## config.mk

```make
export PLATFORM = sky130hd
export DESIGN_NAME = spi_port
export DESIGN_NICKNAME = d
export VERILOG_FILES = /design/src/rtl/spi_port_pkg.sv /design/src/rtl/spi_port_ctrl.sv /design/src/rtl/spi_port_dp.sv /design/src/rtl/spi_port.sv
export SDC_FILE = /design/constraint.sdc
export NUM_CORES = 1
export LEC_CHECK = 0
export BUFFER_PORTS_ARGS = -buffer_cell sky130_fd_sc_hd__buf_2
export CORE_ASPECT_RATIO = 1.25
export CORE_MARGIN = 10
export CORE_UTILIZATION = 54
export DETAILED_ROUTE_END_ITERATION = 6
export PLACE_DENSITY = 0.77
export SYNTH_ARGS = -nofsm -noshare
export SYNTH_HDL_FRONTEND = slang
export SYNTH_SLANG_ARGS = --single-unit
```

## constraint.sdc

```tcl
create_clock -name clk -period 1.8 [get_ports clk]
set_input_delay 0.09 -clock clk [delete_from_list [all_inputs] [get_ports clk]]
set_output_delay 0.09 -clock clk [all_outputs]
set_load 0.02 [all_outputs]
```

## src/rtl/spi_port_pkg.sv

```systemverilog
package spi_port_pkg;

  localparam logic ADDR_DATA = 1'b0;
  localparam logic ADDR_STAT = 1'b1;

  typedef struct packed {
    logic load;     // place bus write data into the shift register
    logic start;    // begin a master transfer
    logic capture;  // copy the shift register into the read buffer
  } spiStrobe_t;

endpackage

```

## src/rtl/spi_port_ctrl.sv

```systemverilog
module spi_port_ctrl
  import spi_port_pkg::*;
(
  input  logic       clk,
  input  logic       rstN,
  input  logic       isMaster,
  input  logic       busSel,
  input  logic       busWr,
  input  logic       busAddr,
  input  logic       busy,
  input  logic       done,
  output spiStrobe_t strobe,
  output logic       spif,
  output logic       wcol,
  output logic       ovr
);

  logic armed;
  logic dataAcc, dataWr, statRd, clearNow, collide;

  assign dataAcc  = busSel && (busAddr == ADDR_DATA);
  assign dataWr   = dataAcc && busWr;
  assign statRd   = busSel && !busWr && (busAddr == ADDR_STAT);
  assign clearNow = dataAcc && armed;
  assign collide  = dataWr && busy;

  always_comb begin
    strobe.load    = dataWr && !busy;
    strobe.start   = dataWr && !busy && isMaster;
    strobe.capture = done && !spif;
  end

  always_ff @(posedge clk) begin
    if (!rstN) begin
      spif  <= 1'b0;
      wcol  <= 1'b0;
      ovr   <= 1'b0;
      armed <= 1'b0;
    end else begin
      if (done)          spif <= 1'b1;
      else if (clearNow) spif <= 1'b0;

      if (done && spif)  ovr <= 1'b1;
      else if (clearNow) ovr <= 1'b0;

      if (collide)       wcol <= 1'b1;
      else if (clearNow) wcol <= 1'b0;

      if (statRd)        armed <= spif || wcol;
      else if (dataAcc)  armed <= 1'b0;
    end
  end

endmodule

```

## src/rtl/spi_port_dp.sv

```systemverilog
module spi_port_dp
  import spi_port_pkg::*;
#(
  parameter int DATA_W   = 8,
  parameter int HALF_DIV = 4
) (
  input  logic              clk,
  input  logic              rstN,
  input  logic              isMaster,
  input  spiStrobe_t        strobe,
  input  logic [DATA_W-1:0] wrData,
  input  logic              misoIn,
  input  logic              sckIn,
  input  logic              ssN,
  input  logic              mosiIn,
  output logic              sckOut,
  output logic              mosiOut,
  output logic              misoOut,
  output logic              misoOe,
  output logic              busy,
  output logic              done,
  output logic [DATA_W-1:0] rxBuf
);

  localparam int CNT_W = (DATA_W > 1) ? $clog2(DATA_W) : 1;
  localparam int DIV_W = $clog2(HALF_DIV) + 1;
  localparam logic [CNT_W-1:0] LAST_BIT = CNT_W'(DATA_W - 1);
  localparam logic [DIV_W-1:0] DIV_TOP  = DIV_W'(HALF_DIV - 1);
  localparam int SYNC_N = 3;  // index 0: sck, 1: mosi, 2: ss

  logic [DATA_W-1:0] shiftReg, rxBufReg;
  logic [CNT_W-1:0]  bitCnt;
  logic [DIV_W-1:0]  divCnt;
  logic              rxBit, active, sckReg, sckPrev, doneReg;
  logic [SYNC_N-1:0] syncRaw, syncA, syncB, syncInit;

  assign syncRaw  = {ssN, mosiIn, sckIn};
  assign syncInit = {1'b1, 1'b0, 1'b0};

  genvar gi;
  generate
    for (gi = 0; gi < SYNC_N; gi++) begin : gSync
      always_ff @(posedge clk) begin
        if (!rstN) begin
          syncA[gi] <= syncInit[gi];
          syncB[gi] <= syncInit[gi];
        end else begin
          syncA[gi] <= syncRaw[gi];
          syncB[gi] <= syncA[gi];
        end
      end
    end
  endgenerate

  logic sckSync, mosiSync, slvSel, sckRise, sckFall;
  assign sckSync  = syncB[0];
  assign mosiSync = syncB[1];
  assign slvSel   = ~syncB[2];
  assign sckRise  = sckSync & ~sckPrev;
  assign sckFall  = ~sckSync & sckPrev;

  always_ff @(posedge clk) begin
    if (!rstN) begin
      shiftReg <= '0;
      rxBufReg <= '0;
      bitCnt   <= '0;
      divCnt   <= '0;
      rxBit    <= 1'b0;
      active   <= 1'b0;
      sckReg   <= 1'b0;
      sckPrev  <= 1'b0;
      doneReg  <= 1'b0;
    end else begin
      doneReg <= 1'b0;
      sckPrev <= sckSync;
      if (isMaster) begin
        if (active) begin
          if (divCnt == DIV_TOP) begin
            divCnt <= '0;
            sckReg <= ~sckReg;
            if (!sckReg) begin
              rxBit <= misoIn;
            end else begin
              shiftReg <= {shiftReg[DATA_W-2:0], rxBit};
              if (bitCnt == LAST_BIT) begin
                bitCnt  <= '0;
                active  <= 1'b0;
                doneReg <= 1'b1;
              end else begin
                bitCnt <= bitCnt + CNT_W'(1);
              end
            end
          end else begin
            divCnt <= divCnt + DIV_W'(1);
          end
        end
      end else begin
        if (!slvSel) begin
          bitCnt <= '0;
        end else if (sckRise) begin
          rxBit <= mosiSync;
        end else if (sckFall) begin
          shiftReg <= {shiftReg[DATA_W-2:0], rxBit};
          if (bitCnt == LAST_BIT) begin
            bitCnt  <= '0;
            doneReg <= 1'b1;
          end else begin
            bitCnt <= bitCnt + CNT_W'(1);
          end
        end
      end
      if (strobe.load) begin
        shiftReg <= wrData;
        bitCnt   <= '0;
      end
      if (strobe.start) begin
        active <= 1'b1;
        divCnt <= '0;
        sckReg <= 1'b0;
      end
      if (strobe.capture) rxBufReg <= shiftReg;
    end
  end

  assign sckOut  = isMaster & sckReg;
  assign mosiOut = shiftReg[DATA_W-1];
  assign misoOut = shiftReg[DATA_W-1];
  assign misoOe  = ~isMaster & slvSel;
  assign busy    = isMaster ? active : (slvSel & ((bitCnt != '0) | sckSync));
  assign done    = doneReg;
  assign rxBuf   = rxBufReg;

endmodule

```

## src/rtl/spi_port.sv

```systemverilog
module spi_port
  import spi_port_pkg::*;
#(
  parameter int DATA_W   = 8,
  parameter int HALF_DIV = 4
) (
  input  logic              clk,
  input  logic              rstN,
  input  logic              isMaster,
  input  logic              busSel,
  input  logic              busWr,
  input  logic              busAddr,
  input  logic [DATA_W-1:0] busWdata,
  output logic [DATA_W-1:0] busRdata,
  output logic              sckOut,
  output logic              mosiOut,
  input  logic              misoIn,
  input  logic              sckIn,
  input  logic              ssN,
  input  logic              mosiIn,
  output logic              misoOut,
  output logic              misoOe
);

  spiStrobe_t        strobe;
  logic              busy, done, spif, wcol, ovr;
  logic [DATA_W-1:0] rxBuf, statusWord;

  spi_port_ctrl u_ctrl (
    .clk(clk), .rstN(rstN), .isMaster(isMaster),
    .busSel(busSel), .busWr(busWr), .busAddr(busAddr),
    .busy(busy), .done(done), .strobe(strobe),
    .spif(spif), .wcol(wcol), .ovr(ovr)
  );

  spi_port_dp #(.DATA_W(DATA_W), .HALF_DIV(HALF_DIV)) u_dp (
    .clk(clk), .rstN(rstN), .isMaster(isMaster), .strobe(strobe),
    .wrData(busWdata), .misoIn(misoIn), .sckIn(sckIn), .ssN(ssN),
    .mosiIn(mosiIn), .sckOut(sckOut), .mosiOut(mosiOut),
    .misoOut(misoOut), .misoOe(misoOe), .busy(busy), .done(done),
    .rxBuf(rxBuf)
  );

  always_comb begin
    statusWord           = '0;
    statusWord[DATA_W-1] = spif;
    statusWord[DATA_W-2] = wcol;
    statusWord[DATA_W-3] = ovr;
    statusWord[DATA_W-4] = busy;
  end

  assign busRdata = (busAddr == ADDR_STAT) ? statusWord : rxBuf;

endmodule

```

==> impl_metrics.ini <==
[logic_synthesis]
synth.top_cells.by_area = dfxtp_1, nand2_1, a21boi_0
yosys_register_bits = 37
synthesis.instances = 194
synth_fp_nets = 216
synth_area_per_cell_sq_um = 8.713
synth-warning-count = 0
synth.largest_area_cell = dfxtp_1
synth-seq-area-share = 0.4382
synthDistinctLibCells = 39
yosysTopAreaCellShare = 0.4382
synth_area_sq_mm = 0.001690

[pwr]
pwr_density_cell_mw_per_mm2 = 786.7
vdd_ir_drop_max_v = 0.0007517
cellLeakagePower_nw = 0.8166

[floorplan]
chipHeight_um = 82.56
core_region_area_sq_mm = 0.002973
boundaryPins = 30
die_w_um = 70.04
floorplan.initialDensity = 0.5686
dieArea_sq_mm = 0.005782
std_cell_rows = 22

[place]
place_hpwl_mm = 2.650
port_buffers = 29
placedCellCount = 250
gp_routability_congestion = 0.7825

[min_path]
holdCritStartpoint = busWdata[0]
timing.hold.worst.class = in -> reg
whs_endpoint = u_dp.shiftReg[0]
cell_count_of_the_worst_hold_path = 3

[clock_tree]
cts.sinks = 37
clkSlewWorstSetupHoldPaths_ns = 0.11
tritoncts.num_buffers = 5
worst_skew_pair.late_latency_ns = 0.34
clock_tree_from_tritoncts = yes
cts.htree.levels = 2
cts_buffer_depth = 2
clock_tree.root_cell = clkbuf_4

[sta]
hold_viol_final = 0
timing.fmax_mhz = 588.0
drv_slew = 0
finalCritPeriodShare = 0.9448
setup_viol = 0
worst_slew_margin_rel = 0.6696
timing.final.crit_period_ns = 1.701
worst_slew_pin_slew_ns = 0.4956
skew_ns = 0.01094
setup_tns_ns = 0
grt_setup_unrepaired = no

[critical_path]
critPathCaptureType = output port
timing.reg2reg.worst_path_depth = 7
path_max_fanout = 3
worst_ep_arrival_time_ns = 1.61
r2r_start = u_dp.bitCnt[0]
reg2reg_to = u_dp.shiftReg[1]
r2r_slack_ns = 0.24
worst-setup-path-type = reg -> out
start_kind = register
worstPathRequired_ns = 1.71

[global_routing]
pin_count_of_the_biggest_net_entering_global_routing = 36
grt_first_pass_wirelength_mm = 6.168
global_route.usage.total = 0.1293
grt_antenna_before_repair = 0
first_global_vias = 1420
grt-ovfl-total = 0

[final_layout]
antenna-diode-count = 0
nNetsFinal = 249
fin_cells = 264
area_overhead_vs_synth_pct = 18.14
final_core_utilization = 0.6717
final_layout_size_suffix_gt1_frac = 0.2325

[route]
routedWlPerCell_um = 13.52
post_drt_via_cell_ratio = 5.409
wirelength_mm = 3.569
drt_pre_antenna_iters = 4
postRouteAntennaNets = 0
route.vias.total = 1428
detail_route.drc_violations = 0
detailedRoute.firstIterationViolations = 47

[outcome]
run_status = finished clean

[run]
max_cap_viol_count = 0
-- final cells by class --
cell class / instances / area (sq um)
clock buffers: 7 / 55.05
clock inverters: 1 / 30.03
fillers: 264 / 975.9
inverters: 6 / 22.52
multi-input cells: 141 / 889.6
flip-flops and latches: 37 / 743.2
well taps: 36 / 45.04
repair buffers: 36 / 211.5
-- cell usage after synthesis, drive strengths merged --
| master | number |
|---|---|
| clkbuf | 6 |
| nor3 | 2 |
| nor2 | 5 |
| o21ai | 13 |
| nand2b | 3 |
| nand3b | 1 |
| a22oi | 3 |
| o211ai | 2 |
| mux2i | 1 |
| and2 | 6 |
| nor2b | 12 |
| o21a | 3 |
| buf | 4 |
| a31oi | 8 |
| o211a | 1 |
| and3 | 2 |
| or4b | 1 |
| nor4b | 1 |
| dfxtp | 37 |
| nand3 | 4 |
| a21boi | 10 |
| o311ai | 1 |
| a22o | 1 |
| nand4b | 1 |
| a32oi | 1 |
| o31ai | 1 |
| a21oi | 6 |
| mux2 | 4 |
| nand4bb | 1 |
| inv | 6 |
| and3b | 1 |
| nor3b | 1 |
| a41o | 1 |
| ha | 4 |
| nand2 | 40 |
-- power by group --
group	total [mW]	switching (mW)	internal [mW]
Combinational	0.116	0.0601	0.0564
Sequential	0.855	0.0163	0.839
Clock	0.600	0.268	0.332
Total	1.57	0.344	1.23
-- logic make-up (layout without fill, tap and decap cells) --
kind of cell             after synthesis  after routing  share of synthesized area
AO/OA/AOI/OAI                         51             51                     0.2087
adder cells (fa/ha/maj)                4              4                    0.02961
buffers and inverters                 16             50                    0.04737
flip-flops                            37             37                     0.4382
multiplexers                           5              5                    0.03257
AND/OR/NAND/NOR                       81             81                     0.2435
-- registers in the layout, indices dropped and copies added, names as in the netlist --
signal / count
u_dp.sckSync: 1
u_dp.syncB: 1
u_dp.divCnt: 3
u_ctrl.ovr: 1
u_dp.shiftReg: 8
u_ctrl.wcol: 1
u_ctrl.armed: 1
u_dp.sckReg: 1
u_dp.bitCnt: 3
u_dp.syncA: 3
u_dp.done: 1
u_dp.active: 1
u_ctrl.spif: 1
u_dp.rxBit: 1
u_dp.sckPrev: 1
u_dp.rxBuf: 8
u_dp.mosiSync: 1
-- metal layers --
metal	vias to the layer above	track usage	wire [um]
met1	653	0.1420	1584
met4	0	0.06522	74
li1	738	-	-
met2	29	0.2142	1718
met3	8	0.05251	191
met5	-	0	0
-- critical path, stage by stage, from the launching register on --
cell	delay, ns
dfxtp_2	0.36
inv_2	0.04
ha_1	0.19
nor3b_4	0.16
o31ai_2	0.21
mux2_4	0.19
buf_6	0.11
-- placed cells by master, fill, tap and decap left out, types with 2 or more instances in the layout --
cell type / n
and3_1: 2
nor2b_1: 12
o211ai_1: 2
a31oi_1: 8
buf_2: 28
a22oi_1: 3
and2_1: 6
buf_4: 4
mux2_2: 3
nor3_1: 2
ha_1: 4
inv_1: 5
a21boi_0: 10
nand2b_1: 3
dfxtp_1: 35
nor2_1: 5
o21ai_0: 12
nand3_1: 4
a21oi_1: 6
dfxtp_2: 2
o21a_1: 3
dlygate4sd3_1: 3
nand2_1: 39
clkbuf_4: 5
-- stage by stage --
stage | power, mW | instance area, sq um | setup WS [ns] | hold WS [ns]
after global placement | 0.9707 | 1831 | 0.3142 | 0.2785
after detailed placement | 0.9770 | 1831 | 0.2214 | 0.2889
after CTS | 1.585 | 1989 | 0.004982 | 0.03733
after global routing | 1.637 | 1997 | 0.007867 | 0.04904
after floorplan | 0.9409 | 1690 | 0.2766 | 0.1630
final | 1.571 | 1997 | 0.09945 | 0.04486
-- repair_timing --
| action | CTS | global route |
|---|---|---|
| pin swaps | 1 | 1 |
| gates resized for setup | 6 | 3 |
| hold endpoints to repair | 3 | 0 |
| buffers inserted | 3 | 0 |
| setup endpoints to repair | 1 | 1 |
| hold buffers | 3 | 0 |
-- worst max-delay path by stage --
| stage | start | endpoint | slack [ns] | cells after the start |
|---|---|---|---|---|
| floorplan | u_dp.bitCnt[0] | u_dp.divCnt[2] | 0.28 | 7 |
| global placement | u_dp.bitCnt[0] | u_dp.shiftReg[3] | 0.31 | 7 |
| detailed placement | u_dp.bitCnt[0] | u_dp.shiftReg[1] | 0.22 | 7 |
| CTS | u_dp.bitCnt[0] | busRdata[4] | 0.005 | 6 |
| global route | u_dp.bitCnt[0] | busRdata[4] | 0.008 | 6 |
| finish | u_dp.bitCnt[0] | busRdata[4] | 0.1 | 6 |
No activity file was read; power rests on OpenSTA's default activity.
